**src/rtl/i2cm_pkg.sv**
```systemverilog
package i2cm_pkg;

    localparam int DIV_W    = 16;
    localparam int HALF_MIN = 4;

    localparam logic [1:0] ADR_CTRL = 2'd0;
    localparam logic [1:0] ADR_STAT = 2'd1;
    localparam logic [1:0] ADR_TXB  = 2'd2;
    localparam logic [1:0] ADR_DIV  = 2'd3;

    typedef struct packed {
        logic stop;
        logic start;
        logic en;
    } ctrl_t;

    // 1 in a field means that line is pulled low
    typedef struct packed {
        logic scl;
        logic sda;
    } drive_t;

    typedef enum logic [1:0] {
        ACT_BYTE  = 2'd0,
        ACT_START = 2'd1,
        ACT_STOP  = 2'd2
    } act_e;

    typedef enum logic [3:0] {
        PH_IDLE,
        PH_ST_REL_SDA,
        PH_ST_REL_SCL,
        PH_ST_FALL,
        PH_PREP,
        PH_BIT_LO,
        PH_BIT_HI,
        PH_ACK_LO,
        PH_ACK_HI,
        PH_SP_SCL_LO,
        PH_SP_SDA_LO,
        PH_SP_SCL_HI,
        PH_SP_RISE
    } phase_e;

    function automatic logic [DIV_W-1:0] clamp_half(input logic [DIV_W-1:0] v);
        return (v < DIV_W'(HALF_MIN)) ? DIV_W'(HALF_MIN) : v;
    endfunction

    function automatic act_e pick_action(input ctrl_t c);
        if (c.stop)
            return ACT_STOP;
        else if (c.start)
            return ACT_START;
        else
            return ACT_BYTE;
    endfunction

endpackage

```
**src/rtl/i2cm_regs.sv**
```systemverilog
module i2cm_regs
    import i2cm_pkg::*;
#(
    parameter int               REG_W     = 16,
    parameter int               BYTE_W    = 8,
    parameter logic [DIV_W-1:0] DIV_RESET = 16'd8
) (
    input  logic              clk,
    input  logic              rst,
    input  logic              wr,
    input  logic [1:0]        addr,
    input  logic [REG_W-1:0]  wdata,
    output logic [REG_W-1:0]  rdata,
    input  logic              done,
    input  logic              ack,
    output logic              launch,
    output act_e              action,
    output logic [BYTE_W-1:0] tx_byte,
    output logic [DIV_W-1:0]  half
);

    localparam int CTRL_W = $bits(ctrl_t);

    ctrl_t             ctrl_q;
    logic [BYTE_W-1:0] txb_q;
    logic [DIV_W-1:0]  div_q;
    logic              tx_hit;

    assign tx_hit  = wr && (addr == ADR_TXB);
    assign launch  = tx_hit && ctrl_q.en && done;
    assign action  = pick_action(ctrl_q);
    assign tx_byte = wdata[BYTE_W-1:0];
    assign half    = clamp_half(div_q);

    always_ff @(posedge clk) begin
        if (rst) begin
            ctrl_q <= '0;
            txb_q  <= '0;
            div_q  <= DIV_RESET;
        end else if (wr) begin
            case (addr)
                ADR_CTRL: ctrl_q <= ctrl_t'(wdata[CTRL_W-1:0]);
                ADR_TXB:  txb_q  <= wdata[BYTE_W-1:0];
                ADR_DIV:  div_q  <= wdata[DIV_W-1:0];
                default:  ;
            endcase
        end
    end

    always_comb begin
        case (addr)
            ADR_CTRL: rdata = REG_W'(ctrl_q);
            ADR_STAT: rdata = REG_W'({ack, done});
            ADR_TXB:  rdata = REG_W'(txb_q);
            default:  rdata = REG_W'(div_q);
        endcase
    end

    // a byte write with enable clear must leave the done flag alone
    a_r9_disabled_write_inert: assert property (@(posedge clk) disable iff (rst)
        (tx_hit && !ctrl_q.en && done) |=> done);

endmodule

```
**src/rtl/i2cm_timer.sv**
```systemverilog
module i2cm_timer
    import i2cm_pkg::*;
(
    input  logic             clk,
    input  logic             rst,
    input  logic             load,
    input  logic             run,
    input  logic [DIV_W-1:0] half,
    output logic             tick
);

    logic [DIV_W-1:0] cnt_q;

    assign tick = run && (cnt_q == '0);

    always_ff @(posedge clk) begin
        if (rst)
            cnt_q <= '0;
        else if (load || tick)
            cnt_q <= half - 1'b1;
        else if (run)
            cnt_q <= cnt_q - 1'b1;
    end

endmodule

```
**src/rtl/i2cm_engine.sv**
```systemverilog
module i2cm_engine
    import i2cm_pkg::*;
#(
    parameter int BYTE_W = 8
) (
    input  logic              clk,
    input  logic              rst,
    input  logic              launch,
    input  act_e              action,
    input  logic [BYTE_W-1:0] tx_byte,
    input  logic              tick,
    input  logic              sda_i,
    output logic              busy,
    output logic              done,
    output logic              ack,
    output logic              scl_oe,
    output logic              sda_oe
);

    localparam int CNT_W = (BYTE_W > 2) ? $clog2(BYTE_W) : 1;
    localparam logic [CNT_W-1:0] LAST_BIT = CNT_W'(BYTE_W - 1);

    phase_e            ph_q, ph_n;
    logic [BYTE_W-1:0] sh_q, sh_n;
    logic [CNT_W-1:0]  bits_q, bits_n;
    drive_t            drv_q, drv_n;
    logic              finish;

    assign busy   = (ph_q != PH_IDLE);
    assign finish = busy && (ph_n == PH_IDLE);
    assign scl_oe = drv_q.scl;
    assign sda_oe = drv_q.sda;

    // phase sequencing
    always_comb begin
        ph_n   = ph_q;
        sh_n   = sh_q;
        bits_n = bits_q;
        if (ph_q == PH_IDLE) begin
            if (launch) begin
                sh_n = tx_byte;
                case (action)
                    ACT_STOP:  ph_n = PH_SP_SCL_LO;
                    ACT_START: ph_n = PH_ST_REL_SDA;
                    default:   ph_n = PH_PREP;
                endcase
            end
        end else if (tick) begin
            case (ph_q)
                PH_ST_REL_SDA: ph_n = PH_ST_REL_SCL;
                PH_ST_REL_SCL: ph_n = PH_ST_FALL;
                PH_ST_FALL:    ph_n = PH_PREP;
                PH_PREP: begin
                    ph_n   = PH_BIT_LO;
                    bits_n = LAST_BIT;
                end
                PH_BIT_LO:     ph_n = PH_BIT_HI;
                PH_BIT_HI: begin
                    if (bits_q == '0) begin
                        ph_n = PH_ACK_LO;
                    end else begin
                        ph_n   = PH_BIT_LO;
                        sh_n   = {sh_q[BYTE_W-2:0], 1'b0};
                        bits_n = bits_q - 1'b1;
                    end
                end
                PH_ACK_LO:     ph_n = PH_ACK_HI;
                PH_ACK_HI:     ph_n = PH_IDLE;
                PH_SP_SCL_LO:  ph_n = PH_SP_SDA_LO;
                PH_SP_SDA_LO:  ph_n = PH_SP_SCL_HI;
                PH_SP_SCL_HI:  ph_n = PH_SP_RISE;
                PH_SP_RISE:    ph_n = PH_IDLE;
                default:       ph_n = PH_IDLE;
            endcase
        end
    end

    // line drive for the phase being entered
    always_comb begin
        drv_n = drv_q;
        case (ph_n)
            PH_IDLE: begin
                if (ph_q == PH_ACK_HI)
                    drv_n = '{scl: 1'b1, sda: 1'b0};
                else if (ph_q == PH_SP_RISE)
                    drv_n = '{scl: 1'b0, sda: 1'b0};
            end
            PH_ST_REL_SDA: drv_n = '{scl: drv_q.scl, sda: 1'b0};
            PH_ST_REL_SCL: drv_n = '{scl: 1'b0, sda: 1'b0};
            PH_ST_FALL:    drv_n = '{scl: 1'b0, sda: 1'b1};
            PH_PREP:       drv_n = '{scl: 1'b1, sda: drv_q.sda};
            PH_BIT_LO:     drv_n = '{scl: 1'b1, sda: ~sh_n[BYTE_W-1]};
            PH_BIT_HI:     drv_n = '{scl: 1'b0, sda: drv_q.sda};
            PH_ACK_LO:     drv_n = '{scl: 1'b1, sda: 1'b0};
            PH_ACK_HI:     drv_n = '{scl: 1'b0, sda: 1'b0};
            PH_SP_SCL_LO:  drv_n = '{scl: 1'b1, sda: drv_q.sda};
            PH_SP_SDA_LO:  drv_n = '{scl: 1'b1, sda: 1'b1};
            PH_SP_SCL_HI:  drv_n = '{scl: 1'b0, sda: 1'b1};
            PH_SP_RISE:    drv_n = '{scl: 1'b0, sda: 1'b0};
            default:       drv_n = drv_q;
        endcase
    end

    always_ff @(posedge clk) begin
        if (rst) begin
            ph_q   <= PH_IDLE;
            sh_q   <= '0;
            bits_q <= '0;
            drv_q  <= '0;
            done   <= 1'b1;
            ack    <= 1'b0;
        end else begin
            ph_q   <= ph_n;
            sh_q   <= sh_n;
            bits_q <= bits_n;
            drv_q  <= drv_n;
            if (launch)
                done <= 1'b0;
            else if (finish)
                done <= 1'b1;
            if (ph_q == PH_ACK_HI && tick)
                ack <= ~sda_i;
        end
    end

    // an accepted launch drops done on the following cycle
    a_r2_launch_clears_done: assert property (@(posedge clk) disable iff (rst)
        launch |=> !done);

    // done never reads 1 while a phase sequence is running
    a_r2_busy_not_done: assert property (@(posedge clk) disable iff (rst)
        busy |-> !done);

    // with SCL high on both sides, SDA may move only as START or STOP
    a_r4_sda_steady_scl_high: assert property (@(posedge clk) disable iff (rst)
        (!scl_oe && !$past(scl_oe) && (sda_oe != $past(sda_oe)))
            |-> (ph_q == PH_ST_FALL || ph_q == PH_SP_RISE));

    // ack only moves at the ninth-clock sample point
    a_r5_ack_holds: assert property (@(posedge clk) disable iff (rst)
        !(ph_q == PH_ACK_HI && tick) |=> $stable(ack));

    // after the STOP phase both lines are released
    a_r6_stop_releases: assert property (@(posedge clk) disable iff (rst)
        ($past(ph_q) == PH_SP_RISE && ph_q == PH_IDLE) |-> (!scl_oe && !sda_oe));

endmodule

```
**src/rtl/i2c_byte_master.sv**
```systemverilog
module i2c_byte_master
    import i2cm_pkg::*;
#(
    parameter int               REG_W     = 16,
    parameter int               BYTE_W    = 8,
    parameter logic [DIV_W-1:0] DIV_RESET = 16'd8
) (
    input  logic             clk,
    input  logic             rst,
    input  logic             reg_wr,
    input  logic [1:0]       reg_addr,
    input  logic [REG_W-1:0] reg_wdata,
    output logic [REG_W-1:0] reg_rdata,
    input  logic             sda_i,
    output logic             scl_oe,
    output logic             sda_oe
);

    logic              launch;
    act_e              action;
    logic [BYTE_W-1:0] tx_byte;
    logic [DIV_W-1:0]  half;
    logic              tick;
    logic              busy;
    logic              done;
    logic              ack;

    i2cm_regs #(
        .REG_W     (REG_W),
        .BYTE_W    (BYTE_W),
        .DIV_RESET (DIV_RESET)
    ) u_regs (
        .clk     (clk),
        .rst     (rst),
        .wr      (reg_wr),
        .addr    (reg_addr),
        .wdata   (reg_wdata),
        .rdata   (reg_rdata),
        .done    (done),
        .ack     (ack),
        .launch  (launch),
        .action  (action),
        .tx_byte (tx_byte),
        .half    (half)
    );

    i2cm_timer u_timer (
        .clk  (clk),
        .rst  (rst),
        .load (launch),
        .run  (busy),
        .half (half),
        .tick (tick)
    );

    i2cm_engine #(
        .BYTE_W (BYTE_W)
    ) u_engine (
        .clk     (clk),
        .rst     (rst),
        .launch  (launch),
        .action  (action),
        .tx_byte (tx_byte),
        .tick    (tick),
        .sda_i   (sda_i),
        .busy    (busy),
        .done    (done),
        .ack     (ack),
        .scl_oe  (scl_oe),
        .sda_oe  (sda_oe)
    );

endmodule

```
**config.mk**
```make
export PLATFORM = sky130hd
export DESIGN_NAME = i2c_byte_master
export DESIGN_NICKNAME = d
export VERILOG_FILES = /design/src/rtl/i2cm_pkg.sv /design/src/rtl/i2cm_regs.sv /design/src/rtl/i2cm_timer.sv /design/src/rtl/i2cm_engine.sv /design/src/rtl/i2c_byte_master.sv
export SDC_FILE = /design/constraint.sdc
export NUM_CORES = 1
export LEC_CHECK = 0
export BUFFER_PORTS_ARGS = -buffer_cell sky130_fd_sc_hd__buf_2
export CAP_MARGIN = 20
export CORE_MARGIN = 2
export CORE_UTILIZATION = 60
export CTS_BUF_LIST = sky130_fd_sc_hd__clkbuf_16
export DETAILED_ROUTE_END_ITERATION = 12
export GPL_ROUTABILITY_DRIVEN = 0
export GPL_TIMING_DRIVEN = 0
export PLACE_DENSITY = 0.81
export SYNTH_ARGS = -nofsm -noshare
export SYNTH_HDL_FRONTEND = slang
export SYNTH_SLANG_ARGS = --single-unit
```
**constraint.sdc**
```tcl
create_clock -name clk -period 6.35 [get_ports clk]
set_input_delay 1.27 -clock clk [delete_from_list [all_inputs] [get_ports clk]]
set_output_delay 1.27 -clock clk [all_outputs]
set_load 0.05 [all_outputs]
```
-- Word level (Yosys, flattened, before mapping)
Index checks and enable logic that the tools add are counted.
W data, S select, Z words.
- register bits: 62
- output and inout bits: 18
- word-level logic and storage cells: 111
- bits of input ports: 22
- mux-type cells: 24
- equal/unequal tests: 33
- reductions and logical operators: 30
- bitwise gates (word level): 6
- add/subtract/negate cells: 3
- order comparisons: 1
- operator list (kind ; count):
    $mux W16 ; 3
    $pmux W16 S3 ; 1
    $eq A4 B4 Y1 const B ; 10
    $mux W8 ; 5
    $pmux W4 S10 ; 1
    $eq A4 B3 Y1 const B ; 8
    $sub A16 B1 Y16 const B ; 2
    $pmux W2 S9 ; 1
    $eq A4 B2 Y1 const B ; 4
    $logic_not A16 Y1 ; 1
    $lt A16 B3 Y1 const B ; 1
    $mux W4 ; 3
    $reduce_and A4 Y1 ; 3
    $reduce_bool A2 Y1 ; 5
    $eq A4 B1 Y1 const B ; 2
    $logic_not A4 Y1 ; 2
    $mux W2 ; 4
    $pmux W4 S2 ; 1
    $reduce_bool A8 Y1 ; 1
    $reduce_bool A7 Y1 ; 1
    $eq A2 B2 Y1 const B ; 3
    $logic_and A1 B1 Y1 ; 6
    $not A1 Y1 ; 6
    $pmux W3 S2 ; 1
    other kinds (15) ; 22

-- Logic depth before layout (Yosys ltp)
Gate-level depths: netlist of run 1.
- word-level depth: 10
- gate-level depth with buffers: 14
- mapped depth without buffers: 12

-- Modules after synthesis
Synthesis of run 1 repeated with hierarchy kept, for this count alone.
- cell total of the unflattened synthesis: 493
- area, all modules: 4065.1 µm²
- by module, submodules not included (module ; cells each ; instances ; area an instance (µm²) ; sequential area each (µm²)):
    i2cm_timer ; 189 ; 1 ; 1502.7 ; 320.3
    i2cm_regs ; 168 ; 1 ; 1387.6 ; 540.5
    i2cm_engine ; 136 ; 1 ; 1174.9 ; 380.4

-- Worst setup path after synthesis of run 1
Ideal clock, no wire load.
- kind: input to register
- from: in reg_addr[0]
- to: reg u_timer.cnt_q[10]
- buffers on the path: 2
- setup slack: 2.208 ns
- setup time: 0.132 ns
- cell stages on the path: 13
- data required time: 6.218 ns
- arrival time: 4.010 ns
- cell sequence: nand3b_1 > nor2_1 > a21oi_1 > buf_2 > buf_1 > a22oi_1 > ha_1 > nand2_1 > or2_2 > mux2_2 > a2111oi_2 > mux2i_1 > a21oi_1
- longest elaborated chain between the ends: 6
- elaborated cells on any way between the ends: 7
- classes of those cells: eq/ne: 1; mux: 1; reduce/logical: 5
- RTL lines (item ; line ; text):
    from (decl) ; i2c_byte_master.sv:11 ; input logic [1:0] reg_addr,
    $eq A2 B2 Y1 (*) ; i2cm_regs.sv:29 ; assign tx_hit = wr && (addr == ADR_TXB);
    $logic_and A1 B1 Y1 (*) ; i2cm_regs.sv:29 ;
    $logic_and A1 B1 Y1 (*) (2 in a row) ; i2cm_regs.sv:30 ; assign launch = tx_hit && ctrl_q.en && done;
    $logic_or A1 B1 Y1 (*) ; i2cm_timer.sv:19 ; else if (load || tick)
    $mux W16 / $reduce_bool A2 Y1 (equally long branches) ; -- ;
    to (signal assigned) ; i2cm_timer.sv:20 ; cnt_q <= half - 1'b1;
    to (signal assigned) ; i2cm_timer.sv:22 ; cnt_q <= cnt_q - 1'b1;
    to (decl) ; i2cm_timer.sv:12 ; logic [DIV_W-1:0] cnt_q;
Every way passes the cells marked *; elsewhere a longest branch is shown, timed or not.
A chain may end at the register's enable or synchronous reset.

-- Final worst setup path of run 1
- from: in reg_addr[0]
- to: reg u_timer.cnt_q[14]
Same word-level chain as after synthesis.

==> impl_metrics.ini, run 1 <==
[cts]
cts.clk_slew.worst_paths_ns = 0.06
ctsHtreeMaxLevel = 3
root_buffer = clkbuf_16
post_cts_resized = 0
clk_latency_ns = 0.33
clock-sinks = 62
cts.hold.buffers_added = 0
cts_tree = built
post-cts-setup-buffers = 0
cts_max_path_buffers = 2
cts_buffers = 9

[synthesis]
syn_inst = 470
synth_xor_area_share_pct = 0.705
synth-edff-count = 0
synth_ff_type = dfxtp_1
synth_area_leaders = dfxtp_1 33%, nand2_1 8.3%, a21oi_1 7.7%
synth_top_cell_by_area = dfxtp_1
syn_avg_cell_area_sq_um = 7.93
post_synth_mux_area_share_pct = 6.45
ys.warnings.count = 0
synth_cell_types = 72
yosysTopAreaCellShare_pct = 33.3
synthesis.area_sq_um = 3720
ys_ff_latch = 62
synth_simple_gate_area_share_pct = 28.2
synthArstFlopShare_pct = 0
seq_area_frac_synth_pct = 33.3
synth-adder-area-share_pct = 1.01
yosysMostFrequentCell = nand2_1
syn-num-nets = 495
synth_top_family_by_area = simple AND/OR/NAND/NOR gates
ys_top_cells_by_count = 82 x nand2_1, 62 x dfxtp_1, 57 x a21oi_1
synth_compound_area_share_pct = 26.3

[grt]
grt_util_all_layers_pct = 32.9
grt_pass1_vias = 3473
grt_antenna_before_repair = 0
grt_pass1_wl_microns = 17000
grt_max_degree = 12
grt.overflow.total = 0

[placed_design]
dp_hpwl_microns = 7510
portBuffers = 38

[floorplanning]
die_w_microns = 82.8
fp-row-count = 28
die_area_sq_um = 6850
dieHeight_microns = 82.8
start_util_pct = 62.5
core-area_sq_um = 5960
io_pins = 40

[setup_path]
startpoint = reg_addr[0]
end_kind = flop
required_ns = 6.60
critPathMaxFanout = 10
worstSetupStartpointType = input pin
path_class = in -> reg
cp_data_arrival_time_ns = 4.92
r2r-start = u_timer.cnt_q[5]

[timing]
min_period_ns = 4.67
hold_viol_final = 0
rsz0062_at_grt = no
skew_ns = 0.00671
fmax_mhz = 214
drv_slew = 0
setup_viol = 0
fin_crit_sh_pct = 73.6
worst_slew_pin_slew_ns = 0.766
fin_setup_tns_ns = 0
slew-limit-headroom_pct = 48.7

[drt]
routed_wl_microns = 10800
vias_per_cell = 6.52
drt-initial-drc-count = 447
post-route-drc-count = 0
wl_per_cell_microns = 18.0
ant_nets = 0
firstDrtPassIters = 5
vias = 3908

[layout]
nets = 544
syn2layout_area_growth_pct = 15.5
final_util_pct = 72.2
diodes = 0
layout-drive-gt1-share_pct = 16.6
fill_cells = 462

[hold_path]
hold_start = u_engine.sh_q[2]
hp-class = reg -> reg

[pwr]
leakagePower_nw = 1.62
ir_drop_mv = 0.208
powerDensity_nw_per_um2 = 320

[status]
status = finished, final reports clean

[run]
drv_cap = 0
registers in the layout, indices dropped and copies added (netlist names), 3 cells and up:
name / flops
u_timer.cnt_q: 16
u_engine.sh_q: 8
u_engine.ph_q: 4
u_regs.txb_q: 8
u_regs.ctrl_q: 3
u_regs.div_q: 16
u_engine.bits_q: 3
through the flow:
stage          hold slack [ns]  instance area (sq um)  std cells  total power, mW  worst slack, ns
6_report                 0.457                   4300        599             1.37             1.68
5_1_grt                  0.484                   4300        599             1.43             1.49
2_1_floorplan            0.433                   3720        470            0.779             2.21
3_5_place_dp             0.446                   4010        583            0.873             1.51
3_3_place_gp             0.440                   4010        583            0.869             1.52
4_1_cts                  0.454                   4300        599             1.36             1.78
final timing paths:
check,to,cells past startpoint,slack (ns)
setup / recovery,u_timer.cnt_q[14],14,1.68
hold / removal,u_engine.sh_q[2],2,0.46
setup reg to reg,u_timer.cnt_q[14],13,2.16
hold reg to reg,u_engine.sh_q[2],2,0.46
power by group:
part           total (mW)  switching [mW]  internal [mW]
Combinational       0.444           0.280          0.164
Sequential          0.443          0.0316          0.411
Clock               0.488           0.187          0.301
Total                1.37           0.498          0.876
cell usage in the layout (no fill, tap or decap), types with 4 or more instances in the layout:
| cell type | Yosys | final |
|---|---|---|
| and3_1 | 10 | 10 |
| nor2_1 | 46 | 46 |
| and2_1 | 8 | 8 |
| nand3_1 | 8 | 8 |
| o211ai_1 | 4 | 4 |
| nor2b_1 | 7 | 7 |
| clkbuf_1 | 22 | 22 |
| dfxtp_1 | 62 | 62 |
| inv_1 | 3 | 4 |
| nor4_1 | 5 | 5 |
| o21ai_0 | 17 | 17 |
| a31oi_1 | 6 | 6 |
| nand2_1 | 82 | 82 |
| buf_2 | 6 | 44 |
| nor4_4 | 4 | 4 |
| a22oi_1 | 8 | 8 |
| clkbuf_16 | 0 | 9 |
| a21oi_1 | 57 | 57 |
| a211oi_1 | 8 | 8 |
| nor3_1 | 10 | 10 |
| mux2i_1 | 15 | 15 |
layout make-up:
type	instances	area [sq um]	share of cell area (%)
Buffer	31	135	3.14
Tap cell	75	93.8	2.18
Clock buffer	9	225	5.24
Clock inverter	7	66.3	1.54
Multi-Input combinational cell	373	2330	54.3
Sequential cell	62	1240	28.9
Timing Repair Buffer	38	190	4.42
Inverter	4	15.0	0.349
critical path: stages:
cell	delay (ns)
buf_2	0.11
nand3b_1	0.19
nor2_1	0.43
a21oi_1	0.18
buf_2	0.25
buf_1	0.25
a22oi_1	0.29
ha_1	0.33
nand2_1	0.14
or2_2	0.34
mux2_2	0.36
a211oi_1	0.26
mux2_1	0.35
a21oi_1	0.17
layer usage:
layer	wire length, microns	global-route usage (%)	part of all wire (%)
met3	862	4.65	8.0
met4	309	15.6	2.9
met1	4600	44.5	43
met5	0	0	0
met2	5000	51.9	46
cells by family (layout without fill, tap and decap cells):
family,after synthesis,in the layout
AO/OA/AOI/OAI,141,141
flip-flops,62,62
XOR/XNOR,3,3
adder cells (fa/ha/maj),3,3
multiplexers,21,21
AND/OR/NAND/NOR,205,205
buffers and inverters,35,89
No activity file was read; power rests on OpenSTA's default activity.
==> inputs of run 2 (changes only) <==
Settings changed: CORE_UTILIZATION 60 to 53, PLACE_DENSITY 0.81 to 0.76.
Clock period 6.35 ns to 4.1 ns, I/O delays scaled along.
==> impl_metrics.ini, run 2 (same netlist as run 1, synthesis figures left out) <==
[status]
status = finished, final reports clean

[layout]
seq_area_sq_um = 1240
final_cells = 623
multiInputGateArea_sq_um = 2360
final_cell_mix = 82 x nand2_1, 62 x dfxtp_1, 57 x a21oi_1
nets = 547
syn2layout_area_growth_pct = 18.0
diodes = 0
top_regs = u_regs.div_q: 16 flops, u_timer.cnt_q: 16 flops
layout-drive-gt1-share_pct = 18.0
final_common_cell = nand2_1
fill_cells = 586
fin_area_sq_um = 4400

[floorplanning]
die_area_sq_um = 7710
io_pins = 40
core-area_sq_um = 6790
fp-row-count = 30
die_w_microns = 87.8
dieHeight_microns = 87.8
start_util_pct = 54.8

[pwr]
leakagePower_nw = 1.64
ir_drop_mv = 0.278
powerDensity_nw_per_um2 = 505
sw_frac_of_total_pct = 34.9
finalPower_mw = 2.22
pwr-share-clk_pct = 36.4
pwr-share-comb_pct = 32.7
intPower_mw = 1.44
power_switching_uw = 775
p_seq_share_pct = 30.9

[grt]
met2_usage_pct = 48.4
busiest_layer = met2
grt_pass1_vias = 3635
use_met1_pct = 39.4
grt_antenna_before_repair = 0
met3_usage_pct = 5.00
grt_pass1_wl_microns = 17700
grt_max_degree = 12
grt.overflow.total = 0
grt_util_all_layers_pct = 29.8

[drt]
vias_per_cell = 6.15
ant_nets = 0
wl_per_cell_microns = 17.5
firstDrtPassIters = 5
post-route-drc-count = 0
drt-initial-drc-count = 407
routed_wl_microns = 10900
vias = 3831

[timing]
fmax_mhz = 258
worst_slew_pin_slew_ns = 0.808
fin_crit_sh_pct = 94.5
fin_ws_ns = 0.224
min_period_ns = 3.88
drv_slew = 0
skew_ns = 0.00467
holdWs_ns = 0.453
slew-limit-headroom_pct = 45.9
hold_viol_final = 0
setup_viol = 0

[placed_design]
place_ws_ns = -0.327
dpl_cell_area_sq_um = 4040
portBuffers = 38
placedCellCount = 604
dp_hpwl_microns = 7730

[cts]
root_buffer = clkbuf_16
ctsHtreeMaxLevel = 3
cts_buffers = 9
clock-sinks = 62
cts_max_path_buffers = 2
clk_latency_ns = 0.33
cts_tree = built
cts.clk_slew.worst_paths_ns = 0.06
cts.hold.buffers_added = 0

[setup_path]
cp_top_family = simple AND/OR/NAND/NOR gates
required_ns = 4.29
end_kind = flop
crit_chain = buf_6, nor4_4, and4_2, a21oi_1, buf_2, clkbuf_2, a22oi_2, ha_2, nand2_1, or2_2, mux2_2, a2111oi_2, mux2i_1, a21oi_1
critPathMaxFanout = 10
cp.buffers_inverters = 3
cp_common_cell = a21oi_1
path_class = reg -> reg
worstSetupStartpointType = flop
crit_path_max_incr_delay_ns = 0.39
cp_slowest_cell = a2111oi_2
cp_data_arrival_time_ns = 4.07

[hold_path]
hp-class = reg -> reg

[run]
drv_cap = 0
## run 2: tightest hold or removal path, stage by stage, from the launching register on
cell and delay, ns:
dfxtp_1 0.30, nand2_1 0.05, a21oi_1 0.05
## run 2: layout make-up
type                       count  share of cell area (%)
sequential                    62                    28.2
buffer                        31                    3.10
timing repair buffer          41                    4.84
clock inverter                 7                    2.02
multi-input combinational    373                    53.6
inverter                       4                   0.342
tap                           96                    2.73
clock buffer                   9                    5.12
## run 2: final timing paths
path,start,endpoint,slack (ns),cells past startpoint
max,u_timer.cnt_q[11],u_timer.cnt_q[10],0.22,14
min,u_regs.txb_q[4],u_regs.txb_q[4],0.45,2
max reg2reg,u_timer.cnt_q[11],u_timer.cnt_q[10],0.22,14
min reg2reg,u_regs.txb_q[4],u_regs.txb_q[4],0.45,2
## run 2: per-layer routing
layer	share of wire, %	vias to the layer above	wire length [microns]
li1	-	1831	-
met1	43	1784	4720
met2	47	185	5080
met3	7.3	31	800
met4	2.9	0	320
met5	0	-	0
## run 2: repair_timing
action,4_1_cts,5_1_grt
resized for setup,2,5
endpoints found under the setup margin,2,5
hold endpoints to repair,0,0
pin swaps,0,2
setup buffers,0,3
## run 2: through the flow
stage / utilization, % / setup TNS (ns)
final: 64.7 / 0
after global routing: 64.7 / -0.0163
after floorplan: - / 0
after detailed placement: 59.4 / -1.28
after CTS: 64.1 / 0
after global placement: 59.4 / -1.25
## run 2: power by group through the flow
stage	Sequential (mW)	Combinational (mW)	Clock, mW
final	0.686	0.726	0.807
after global routing	0.691	0.787	0.835
after CTS	0.685	0.676	0.810
after detailed placement	0.696	0.666	0
after global placement	0.694	0.662	0
after floorplan	0.687	0.519	0
==> inputs of run 3 (changes only) <==
Settings changed: BUFFER_PORTS_ARGS -buffer_cell sky130_fd_sc_hd__buf_2 to not set, CELL_PAD_IN_SITES_DETAIL_PLACEMENT set to 1, CELL_PAD_IN_SITES_GLOBAL_PLACEMENT set to 1, CORE_UTILIZATION 53 to 43, DONT_BUFFER_PORTS set to 1, PLACE_DENSITY 0.76 to not set, PLACE_DENSITY_LB_ADDON set to 0.1.
==> impl_metrics.ini, run 3 (same netlist as run 1, synthesis figures left out) <==
[layout]
layout-drive-gt1-share_pct = 11.9
final_cell_mix = 82 x nand2_1, 62 x dfxtp_1, 57 x a21oi_1
fill_cells = 1005
syn2layout_area_growth_pct = 12.2
diodes = 0
final_common_cell = nand2_1
nets = 507
final_cells = 592
top_regs = u_regs.div_q: 16 flops, u_timer.cnt_q: 16 flops

[cts]
ctsHtreeMaxLevel = 3
cts_tree = built
cts_max_path_buffers = 2
cts.clk_slew.worst_paths_ns = 0.06
clk_latency_ns = 0.33
cts.hold.buffers_added = 0
root_buffer = clkbuf_16
clock-sinks = 62
cts_buffers = 9

[pwr]
leakagePower_nw = 1.45
p_seq_share_pct = 32.9
pwr-share-comb_pct = 33.8
finalPower_mw = 2.11
ir_drop_mv = 0.252
sw_frac_of_total_pct = 37.9
intPower_mw = 1.31
power_switching_uw = 800
pwr-share-clk_pct = 33.3
powerDensity_nw_per_um2 = 505

[drt]
firstDrtPassIters = 4
vias_per_cell = 6.11
post-route-drc-count = 0
vias = 3619
routed_wl_microns = 12100
ant_nets = 0
drt-initial-drc-count = 148
wl_per_cell_microns = 20.4

[setup_path]
path_class = reg -> reg
required_ns = 4.35
cp.buffers_inverters = 3
end_kind = flop
crit_chain = buf_6, nor4_4, and4_2, a21oi_1, buf_2, clkbuf_2, a22oi_1, ha_2, nand2_1, or2_2, mux2_2, a211oi_2, mux2_1, a21oi_1
crit_path_max_incr_delay_ns = 0.38
worstSetupStartpointType = flop
cp_data_arrival_time_ns = 4.19
cp_slowest_cell = mux2_2
cp_top_family = simple AND/OR/NAND/NOR gates
cp_common_cell = a21oi_1
critPathMaxFanout = 10

[placed_design]
placedCellCount = 575
portBuffers = 0
dp_hpwl_microns = 8810
place_ws_ns = -0.276

[floorplanning]
start_util_pct = 44.9
core-area_sq_um = 8300
dieHeight_microns = 97.1
fp-row-count = 33
die_area_sq_um = 9420
die_w_microns = 97.1
io_pins = 40

[timing]
worst_slew_pin_slew_ns = 0.949
hold_viol_final = 0
setup_viol = 0
skew_ns = 0.00788
fin_crit_sh_pct = 96.1
fin_ws_ns = 0.159
slew-limit-headroom_pct = 36.6
rsz0062_at_grt = no
fmax_mhz = 254
drv_slew = 0
min_period_ns = 3.94

[hold_path]
hp-class = reg -> reg

[grt]
grt.overflow.total = 0
grt_antenna_before_repair = 0
grt_max_degree = 12
grt_pass1_wl_microns = 19700
grt_pass1_vias = 3762
grt_util_all_layers_pct = 25.6

[run]
drv_cap = 0

[status]
status = finished, final reports clean
-- run 3: cell types whose count changed in the layout (fill, tap and decap cells not counted), sizes merged --
| cell | change |
|---|---|
| buf | -40 |
| inv | +1 |
| bufinv | -2 |
| clkinvlp | +1 |
-- run 3: through the flow --
step	utilization (%)	hold slack [ns]	instance area (sq um)	TNS (ns)
final	50.4	0.455	4180	0
after global routing	50.4	0.473	4180	0
after CTS	49.8	0.457	4130	0
after detailed placement	46.5	0.449	3860	-0.944
after global placement	46.5	0.441	3860	-0.997
after floorplan	-	0.433	3720	0
-- run 3: final timing paths --
| path | slack, ns | to | cells past startpoint | start |
|---|---|---|---|---|
| setup reg to reg | 0.16 | u_timer.cnt_q[14] | 14 | u_timer.cnt_q[11] |
| hold / removal | 0.46 | u_regs.txb_q[7] | 2 | u_regs.txb_q[7] |
| hold reg to reg | 0.46 | u_regs.txb_q[7] | 2 | u_regs.txb_q[7] |
| setup / recovery | 0.16 | u_timer.cnt_q[14] | 14 | u_timer.cnt_q[11] |
-- run 3: per-layer routing --
metal	GRT usage [%]	vias to the layer above	part of all wire, %
met1	34.2	1768	45
met4	6.07	0	0.81
met3	4.46	9	6.6
met5	0	-	0
met2	43.3	92	48
li1	-	1750	-
-- run 3: timing repair --
action | in CTS | in global routing
pin swaps | 1 | 2
cloned | 0 | 0
resized for setup | 3 | 7
buffers inserted | 0 | 1
endpoints found under the setup margin | 2 | 5
-- run 3: power by group through the flow --
stage          logic, mW  clock network, mW  registers, mW
2_1_floorplan      0.519                  0          0.687
3_3_place_gp       0.647                  0          0.699
3_5_place_dp       0.664                  0          0.701
4_1_cts            0.675              0.708          0.691
5_1_grt            0.785              0.738          0.700
6_report           0.714              0.703          0.695
-- run 3: cell type report --
type | instances | area (sq um) | area share (%)
clock buffers | 9 | 225 | 5.39
clock inverters | 7 | 42.5 | 1.02
multi-input cells | 373 | 2380 | 57.0
repair buffers | 1 | 7.51 | 0.180
inverters | 4 | 15.0 | 0.359
well taps | 105 | 131 | 3.14
flip-flops and latches | 62 | 1240 | 29.7
plain buffers | 31 | 136 | 3.26
-- run 3: tightest hold or removal path, cell delays in order (launching register included) --
cell     delay [ns]
dfxtp_1        0.30
nand2_1        0.05
a21oi_1        0.05
